### config.mk
export PLATFORM = sky130hd
export DESIGN_NAME = nand_bus_ctrl
export DESIGN_NICKNAME = d
export VERILOG_FILES = /design/src/rtl/nbc_pkg.sv /design/src/rtl/nbc_rb_sync.sv /design/src/rtl/nbc_regs.sv /design/src/rtl/nbc_strobe_seq.sv /design/src/rtl/nand_bus_ctrl.sv
export SDC_FILE = /design/constraint.sdc
export NUM_CORES = 1
export LEC_CHECK = 0
export BUFFER_PORTS_ARGS = -buffer_cell sky130_fd_sc_hd__buf_2
export CORE_MARGIN = 5
export CORE_UTILIZATION = 54
export DETAILED_ROUTE_END_ITERATION = 16
export GPL_TIMING_DRIVEN = 0
export HOLD_SLACK_MARGIN = 0.1
export PLACE_DENSITY = 0.86
export SYNTH_ARGS = -nofsm -noshare
export SYNTH_HDL_FRONTEND = slang
export SYNTH_HIERARCHICAL = 1
export SYNTH_SLANG_ARGS = --single-unit
### constraint.sdc
create_clock -name clk -period 8.6 [get_ports clk]
set_clock_uncertainty 0.1 [all_clocks]
set_input_delay 2.58 -clock clk [delete_from_list [all_inputs] [get_ports clk]]
set_output_delay 2.58 -clock clk [all_outputs]
set_load 0.005 [all_outputs]
### src/rtl/nbc_pkg.sv
package nbc_pkg;

  localparam logic [7:0] OFF_DATA = 8'h00;
  localparam logic [7:0] OFF_MODE = 8'h04;
  localparam logic [7:0] OFF_STAT = 8'h08;
  localparam logic [7:0] OFF_TIME = 8'h14;
  localparam logic [7:0] OFF_RST  = 8'h18;

  localparam int MB_CLE = 0;
  localparam int MB_ALE = 1;
  localparam int MB_CS  = 2;
  localparam int MB_CE  = 4;
  localparam int MB_ECC = 5;
  localparam int MB_WE  = 7;

  typedef enum logic [1:0] {SQ_IDLE, SQ_STROBE, SQ_HOLD, SQ_DONE} seq_state_t;

  // number of cycles the strobe stays low
  function automatic logic [4:0] strobe_len(input logic [3:0] spw);
    return {1'b0, spw} + 5'd1;
  endfunction

  // number of hold cycles after the strobe
  function automatic logic [4:0] hold_len(input logic [3:0] hold, input bit add);
    return {1'b0, hold} + (add ? 5'd2 : 5'd0);
  endfunction

endpackage

### src/rtl/nbc_rb_sync.sv
module nbc_rb_sync #(
  parameter int STAGES = 2
) (
  input  logic clk,
  input  logic rst_n,
  input  logic din,
  output logic dout
);
  logic [STAGES-1:0] chain;

  always_ff @(posedge clk or negedge rst_n) begin
    if (!rst_n) chain <= '1;
    else        chain <= {chain[STAGES-2:0], din};
  end

  assign dout = chain[STAGES-1];
endmodule

### src/rtl/nbc_regs.sv
module nbc_regs #(
  parameter logic [3:0] DEF_HOLD   = 4'd2,
  parameter logic [3:0] DEF_SPW    = 4'd4,
  parameter int         RST_CYCLES = 4,
  localparam int        RCW        = $clog2(RST_CYCLES + 1)
) (
  input  logic       clk,
  input  logic       rst_n,
  input  logic       wr_mode,
  input  logic       wr_time,
  input  logic       wr_rst,
  input  logic [7:0] wbyte,
  output logic [7:0] mode,
  output logic [7:0] timing,
  output logic       rst_busy
);
  localparam logic [7:0] TIME_DEF = {DEF_HOLD, DEF_SPW};

  logic [RCW-1:0] rst_cnt;
  logic           rst_start;

  assign rst_busy  = (rst_cnt != '0);
  assign rst_start = wr_rst && wbyte[0] && !rst_busy;

  always_ff @(posedge clk or negedge rst_n) begin
    if (!rst_n) begin
      rst_cnt <= '0;
      mode    <= '0;
      timing  <= TIME_DEF;
    end else begin
      if (rst_start)     rst_cnt <= RCW'(RST_CYCLES);
      else if (rst_busy) rst_cnt <= rst_cnt - 1'b1;

      if (rst_start || rst_busy) begin
        mode   <= '0;
        timing <= TIME_DEF;
      end else begin
        if (wr_mode) mode   <= wbyte;
        if (wr_time) timing <= wbyte;
      end
    end
  end

  AST_RST_HOLDS_DEFAULTS: assert property (@(posedge clk) disable iff (!rst_n)
    rst_busy |-> (mode == 8'h00 && timing == TIME_DEF));
  AST_RST_STARTS_ON_WRITE: assert property (@(posedge clk) disable iff (!rst_n)
    $rose(rst_busy) |-> $past(wr_rst && wbyte[0]));
endmodule

### src/rtl/nbc_strobe_seq.sv
module nbc_strobe_seq
  import nbc_pkg::*;
#(
  parameter bit HOLD_ADD = 1'b1
) (
  input  logic       clk,
  input  logic       rst_n,
  input  logic       req,
  input  logic       is_data,
  input  logic       is_write,
  input  logic       write_ok,
  input  logic       blocked,
  input  logic [7:0] wr_byte,
  input  logic [3:0] spw,
  input  logic [3:0] hold,
  input  logic [7:0] io_in,
  output logic       accept,
  output logic       ack,
  output logic       we_n,
  output logic       re_n,
  output logic       io_oe,
  output logic [7:0] io_out,
  output logic [7:0] rd_byte
);
  seq_state_t state;
  logic [4:0] cnt;
  logic       dir_wr;
  logic       start_strobe;
  logic       strobing;
  logic [4:0] hold_n;

  assign accept       = (state == SQ_IDLE) && req;
  assign start_strobe = accept && is_data && !blocked && (!is_write || write_ok);
  assign hold_n       = hold_len(hold, HOLD_ADD);

  always_ff @(posedge clk or negedge rst_n) begin
    if (!rst_n) begin
      state   <= SQ_IDLE;
      cnt     <= '0;
      dir_wr  <= 1'b0;
      io_out  <= '0;
      rd_byte <= '0;
    end else begin
      unique case (state)
        SQ_IDLE: if (accept) begin
          if (start_strobe) begin
            state  <= SQ_STROBE;
            cnt    <= strobe_len(spw) - 5'd1;
            dir_wr <= is_write;
            if (is_write) io_out <= wr_byte;
          end else begin
            state <= SQ_DONE;
          end
        end
        SQ_STROBE: if (cnt == '0) begin
          if (!dir_wr) rd_byte <= io_in;
          if (hold_n == '0) state <= SQ_DONE;
          else begin
            state <= SQ_HOLD;
            cnt   <= hold_n - 5'd1;
          end
        end else cnt <= cnt - 5'd1;
        SQ_HOLD: if (cnt == '0) state <= SQ_DONE;
                 else           cnt   <= cnt - 5'd1;
        SQ_DONE: state <= SQ_IDLE;
        default: state <= SQ_IDLE;
      endcase
    end
  end

  assign strobing = (state == SQ_STROBE);
  assign we_n     = !(strobing && dir_wr);
  assign re_n     = !(strobing && !dir_wr);
  assign io_oe    = dir_wr && (state == SQ_STROBE || state == SQ_HOLD);
  assign ack      = (state == SQ_DONE);

  // length of the current low-strobe run, kept for the width check
  logic [4:0] run_len;
  always_ff @(posedge clk or negedge rst_n) begin
    if (!rst_n)        run_len <= '0;
    else if (strobing) run_len <= run_len + 5'd1;
    else               run_len <= '0;
  end

  AST_STROBE_WIDTH: assert property (@(posedge clk) disable iff (!rst_n)
    $rose(we_n && re_n) |-> (run_len == strobe_len(spw)));
  AST_STROBES_EXCLUSIVE: assert property (@(posedge clk) disable iff (!rst_n)
    (we_n || re_n));
  AST_ACK_PULSE: assert property (@(posedge clk) disable iff (!rst_n)
    ack |=> !ack);
  AST_READ_NO_DRIVE: assert property (@(posedge clk) disable iff (!rst_n)
    !re_n |-> !io_oe);
  AST_BLOCKED_NO_STROBE: assert property (@(posedge clk) disable iff (!rst_n)
    (accept && blocked) |=> (ack && we_n && re_n));
endmodule

### src/rtl/nand_bus_ctrl.sv
module nand_bus_ctrl
  import nbc_pkg::*;
#(
  parameter int         AW         = 8,
  parameter int         ADDR_SHIFT = 1,
  parameter bit         HOLD_ADD   = 1'b1,
  parameter logic [3:0] DEF_HOLD   = 4'd2,
  parameter logic [3:0] DEF_SPW    = 4'd4,
  parameter int         RST_CYCLES = 4
) (
  input  logic          clk,
  input  logic          rst_n,
  input  logic          bus_req,
  input  logic          bus_wr,
  input  logic [AW-1:0] bus_addr,
  input  logic [31:0]   bus_wdata,
  output logic [31:0]   bus_rdata,
  output logic          bus_ack,
  input  logic [7:0]    nand_io_in,
  output logic [7:0]    nand_io_out,
  output logic          nand_io_oe,
  output logic          nand_cle,
  output logic          nand_ale,
  output logic          nand_ce_n,
  output logic          nand_we_n,
  output logic          nand_re_n,
  input  logic          nand_rb_n,
  output logic [1:0]    nand_cs,
  output logic [1:0]    ecc_mode
);
  function automatic logic hit(input logic [AW-1:0] a, input logic [7:0] off);
    return a == (AW'(off) << ADDR_SHIFT);
  endfunction

  logic sel_data, sel_mode, sel_stat, sel_time, sel_rst;
  assign sel_data = hit(bus_addr, OFF_DATA);
  assign sel_mode = hit(bus_addr, OFF_MODE);
  assign sel_stat = hit(bus_addr, OFF_STAT);
  assign sel_time = hit(bus_addr, OFF_TIME);
  assign sel_rst  = hit(bus_addr, OFF_RST);

  logic       accept, rst_busy, rb_sync;
  logic [7:0] mode, timing, rd_byte;
  logic       reg_write;
  logic       unused_hi;

  assign unused_hi = ^bus_wdata[31:8];
  assign reg_write = accept && bus_wr;

  nbc_rb_sync #(.STAGES(2)) u_sync (
    .clk(clk), .rst_n(rst_n), .din(nand_rb_n), .dout(rb_sync)
  );

  nbc_regs #(.DEF_HOLD(DEF_HOLD), .DEF_SPW(DEF_SPW), .RST_CYCLES(RST_CYCLES)) u_regs (
    .clk(clk), .rst_n(rst_n),
    .wr_mode(reg_write && sel_mode),
    .wr_time(reg_write && sel_time),
    .wr_rst(reg_write && sel_rst),
    .wbyte(bus_wdata[7:0]),
    .mode(mode), .timing(timing), .rst_busy(rst_busy)
  );

  nbc_strobe_seq #(.HOLD_ADD(HOLD_ADD)) u_seq (
    .clk(clk), .rst_n(rst_n),
    .req(bus_req), .is_data(sel_data), .is_write(bus_wr),
    .write_ok(mode[MB_WE] || mode[MB_CLE] || mode[MB_ALE]),
    .blocked(rst_busy), .wr_byte(bus_wdata[7:0]),
    .spw(timing[3:0]), .hold(timing[7:4]), .io_in(nand_io_in),
    .accept(accept), .ack(bus_ack), .we_n(nand_we_n), .re_n(nand_re_n),
    .io_oe(nand_io_oe), .io_out(nand_io_out), .rd_byte(rd_byte)
  );

  always_comb begin
    bus_rdata = '0;
    if (sel_data)      bus_rdata[7:0] = rd_byte;
    else if (sel_mode) bus_rdata[7:0] = mode;
    else if (sel_stat) bus_rdata[7]   = !rb_sync;
    else if (sel_time) bus_rdata[7:0] = timing;
    else if (sel_rst)  bus_rdata[0]   = rst_busy;
  end

  assign nand_cle  = mode[MB_CLE];
  assign nand_ale  = mode[MB_ALE];
  assign nand_ce_n = !mode[MB_CE];
  assign nand_cs   = mode[MB_CS +: 2];
  assign ecc_mode  = mode[MB_ECC +: 2];

  AST_IDLE_PINS_IN_RESET: assert property (@(posedge clk) disable iff (!rst_n)
    rst_busy |-> (nand_ce_n && !nand_cle && !nand_ale));
endmodule

==> impl_metrics.env <==
export IMPL_final_area_mm2=0.00337
export IMPL_dpl_hpwl_um=4990
export IMPL_clock_fmax_ghz=0.147
export IMPL_hold_violations=0
export IMPL_yosysTopAreaCellShare_pct=36.6
export IMPL_status="completed"
export IMPL_n_antenna_cell=0
export IMPL_multiInputGateArea_mm2=0.00145
export IMPL_die_h_um=82.1
export IMPL_cts_resized=0
export IMPL_syn_avg_cell_area_um2=9.99
export IMPL_tightest_slew_ps=1000
export IMPL_post_drt_via_cell_ratio=5.18
export IMPL_wl_per_cell_um=14.8
export IMPL_coreArea_mm2=0.00507
export IMPL_async_flop_share_pct=100
export IMPL_overflow=0
export IMPL_first_iter_violations=131
export IMPL_fp_row_count=26
export IMPL_period_share_pct=79.1
export IMPL_peakVddDrop_v=0.000104
export IMPL_arrival_ps=4120
export IMPL_ant_nets=0
export IMPL_grt_max_degree=46
export IMPL_cap_violations=0
export IMPL_synth_distinct_cells=57
export IMPL_cp_end_kind="output port"
export IMPL_globalRouteTotalUtil_pct=20.6
export IMPL_clkSlewWorstSetupHoldPaths_ps=90
export IMPL_rsz0062_at_grt="false"
export IMPL_via_count=2265
export IMPL_cts_root_buffer="clkbuf_8"
export IMPL_die_width_um=82.1
export IMPL_setup_violations=0
export IMPL_drcViolationCount=0
export IMPL_syn_inst=281
export IMPL_place_congestion=0.868
export IMPL_routed_wl_um=6450
export IMPL_clockBufferDepth=2
export IMPL_post_route_min_period_ps=6800
export IMPL_cp_max_fo=7
export IMPL_area_growth_syn_to_layout_pct=20.2
export IMPL_numClockSinks=45
export IMPL_yosys_warnings=6
export IMPL_max_slew_margin_pct=33.3
export IMPL_fillerInstances=423
export IMPL_cp_required_ps=5920
export IMPL_start_util_pct=55.3
export IMPL_hold_buffers=0
export IMPL_place_area_mm2=0.00326
export IMPL_final_common_cell="buf_2"
export IMPL_io_buffers=55
export IMPL_power_leakage_nw=1.71
export IMPL_post_cts_repair_setup_buffers=0
export IMPL_htree_levels=2
export IMPL_io_pin_count=104
export IMPL_drv_slew=0
export IMPL_nNetsFinal=430
export IMPL_tritoncts="yes"
export IMPL_finalSetupTns_ps=0
export IMPL_synth_top_area_cell="dfrtp_1"
export IMPL_worst_slack_ps=1800
export IMPL_ys_seq_area_share_pct=40.3
export IMPL_p_per_area_mw_per_mm2=221
export IMPL_grt_first_pass_wirelength_um=10700
export IMPL_synth_edf_count=0
export IMPL_cts_made_buffers=5
export IMPL_min_path_type="flip-flop to flip-flop"
export IMPL_die_area_mm2=0.00674
export IMPL_ys_ff_latch=45
export IMPL_synth_area_leaders="dfrtp_1 (37%), mux2i_1 (7.5%), buf_4 (6.4%)"
export IMPL_regArea_mm2=0.00113
export IMPL_grt_pass1_vias=2345
export IMPL_drive_above_1_share_pct=32.7
export IMPL_mostFrequentLayoutCells="buf_2 (59), dfrtp_1 (41), buf_4 (24), conb_1 (24)"
export IMPL_grt_antenna_before_repair=0
export IMPL_syn_area_mm2=0.00281
export IMPL_dr_pass1_iters=4
export IMPL_crit_type="input pin to output port"
export IMPL_clock_latency_ps=300
export IMPL_crit_path_start_kind="input pin"
export IMPL_synth_main_ff_cell="dfrtp_1"
export IMPL_power_total_mw=0.744
export IMPL_pre_cts_slack_ps=1810
[synthesized netlist by cell type, types with 4 or more instances]
| cell type | number |
|---|---|
| a21oi_1 | 6 |
| dfstp_2 | 4 |
| nand2b_1 | 4 |
| buf_2 | 4 |
| clkbuf_1 | 4 |
| nor2_1 | 19 |
| buf_4 | 24 |
| o211a_1 | 6 |
| nand3_1 | 6 |
| nand2_1 | 20 |
| dfrtp_1 | 41 |
| o21ai_0 | 8 |
| mux2_2 | 16 |
| nor3_1 | 4 |
| inv_1 | 21 |
| a22oi_1 | 6 |
| mux2i_1 | 21 |
| ha_1 | 11 |
[logic make-up (layout without fill, tap and decap cells)]
family | Yosys count | in the layout | synth area share (%)
other | 1 | 24 | 0.134
buffers and inverters | 55 | 118 | 11.0
AOI/OAI and AO/OA | 52 | 52 | 14.1
DFF | 45 | 45 | 40.3
adders and majority gates | 11 | 11 | 4.90
muxes | 37 | 37 | 13.9
and+or+nand+nor | 78 | 78 | 15.0
xor gates and xnor gates | 2 | 2 | 0.624
[sequential cells by signal, summed over array words and instances (netlist names)]
register	flops
u_regs/mode	8
u_regs/rst_cnt	3
u_regs/timing	8
u_seq/cnt	5
u_seq/dir_wr	1
u_seq/io_out	8
u_seq/rd_byte	8
u_seq/state	2
u_sync/chain	2
[where the power goes]
group	leakage [nW]	switching (mW)	internal, mW
combinational	1.08	0.172	0.139
clock	0.0563	0.0794	0.0886
sequential	0.573	0.0262	0.239
[worst paths after layout]
kind / startpoint / to / slack [ps] / cells after the start
worst min-delay path: u_sync/chain[0]$_DFF_PN1_ / u_sync/chain[1]$_DFF_PN1_ / 270 / 0
max in group asynchronous: rst_n / u_seq/rd_byte[7]$_DFFE_PN0P_ / 5440 / 1
min in group asynchronous: rst_n / u_seq/cnt[3]$_DFFE_PN0P_ / 2340 / 1
worst max-delay path: bus_addr[7] / bus_rdata[2] / 1800 / 6
worst max register to register: u_regs/rst_cnt[0]$_DFFE_PN0P_ / u_seq/cnt[3]$_DFFE_PN0P_ / 6300 / 7
worst min register to register: u_sync/chain[0]$_DFF_PN1_ / u_sync/chain[1]$_DFF_PN1_ / 270 / 0
[through the flow]
stage / cells / utilization (%) / hold WS [ps]
floorplan: 304 / - / 245
global placement: 429 / 64.2 / 246
detailed placement: 429 / 64.2 / 252
CTS: 437 / 66.5 / 271
global route: 437 / 66.5 / 278
finish: 437 / 66.5 / 272
[metal layers]
| layer | global-route usage (%) | routed length, µm | up-vias | part of all wire [%] |
|---|---|---|---|---|
| met5 | 0 | 0 | - | 0 |
| met4 | 7.48 | 83 | 0 | 1.3 |
| met3 | 4.12 | 357 | 10 | 5.5 |
| li1 | - | - | 1107 | - |
| met2 | 36.3 | 3280 | 74 | 51 |
| met1 | 24.7 | 2720 | 1074 | 42 |
[final cells by class]
type                    count  share of cell area [%]
plain buffers              33                    6.71
flip-flops and latches     45                    33.5
clock inverters             3                    1.45
multi-input cells         204                    43.1
well taps                  70                    2.60
inverters                  22                    2.45
clock buffers               5                    2.04
repair buffers             55                    8.16
[worst max-delay path: stages]
cell and delay, ps:
buf_2 130, or4_1 540, or3_1 350, buf_2 170
o211a_1 220, buf_2 130
Note: power is estimated with default switching activity, not from simulation.
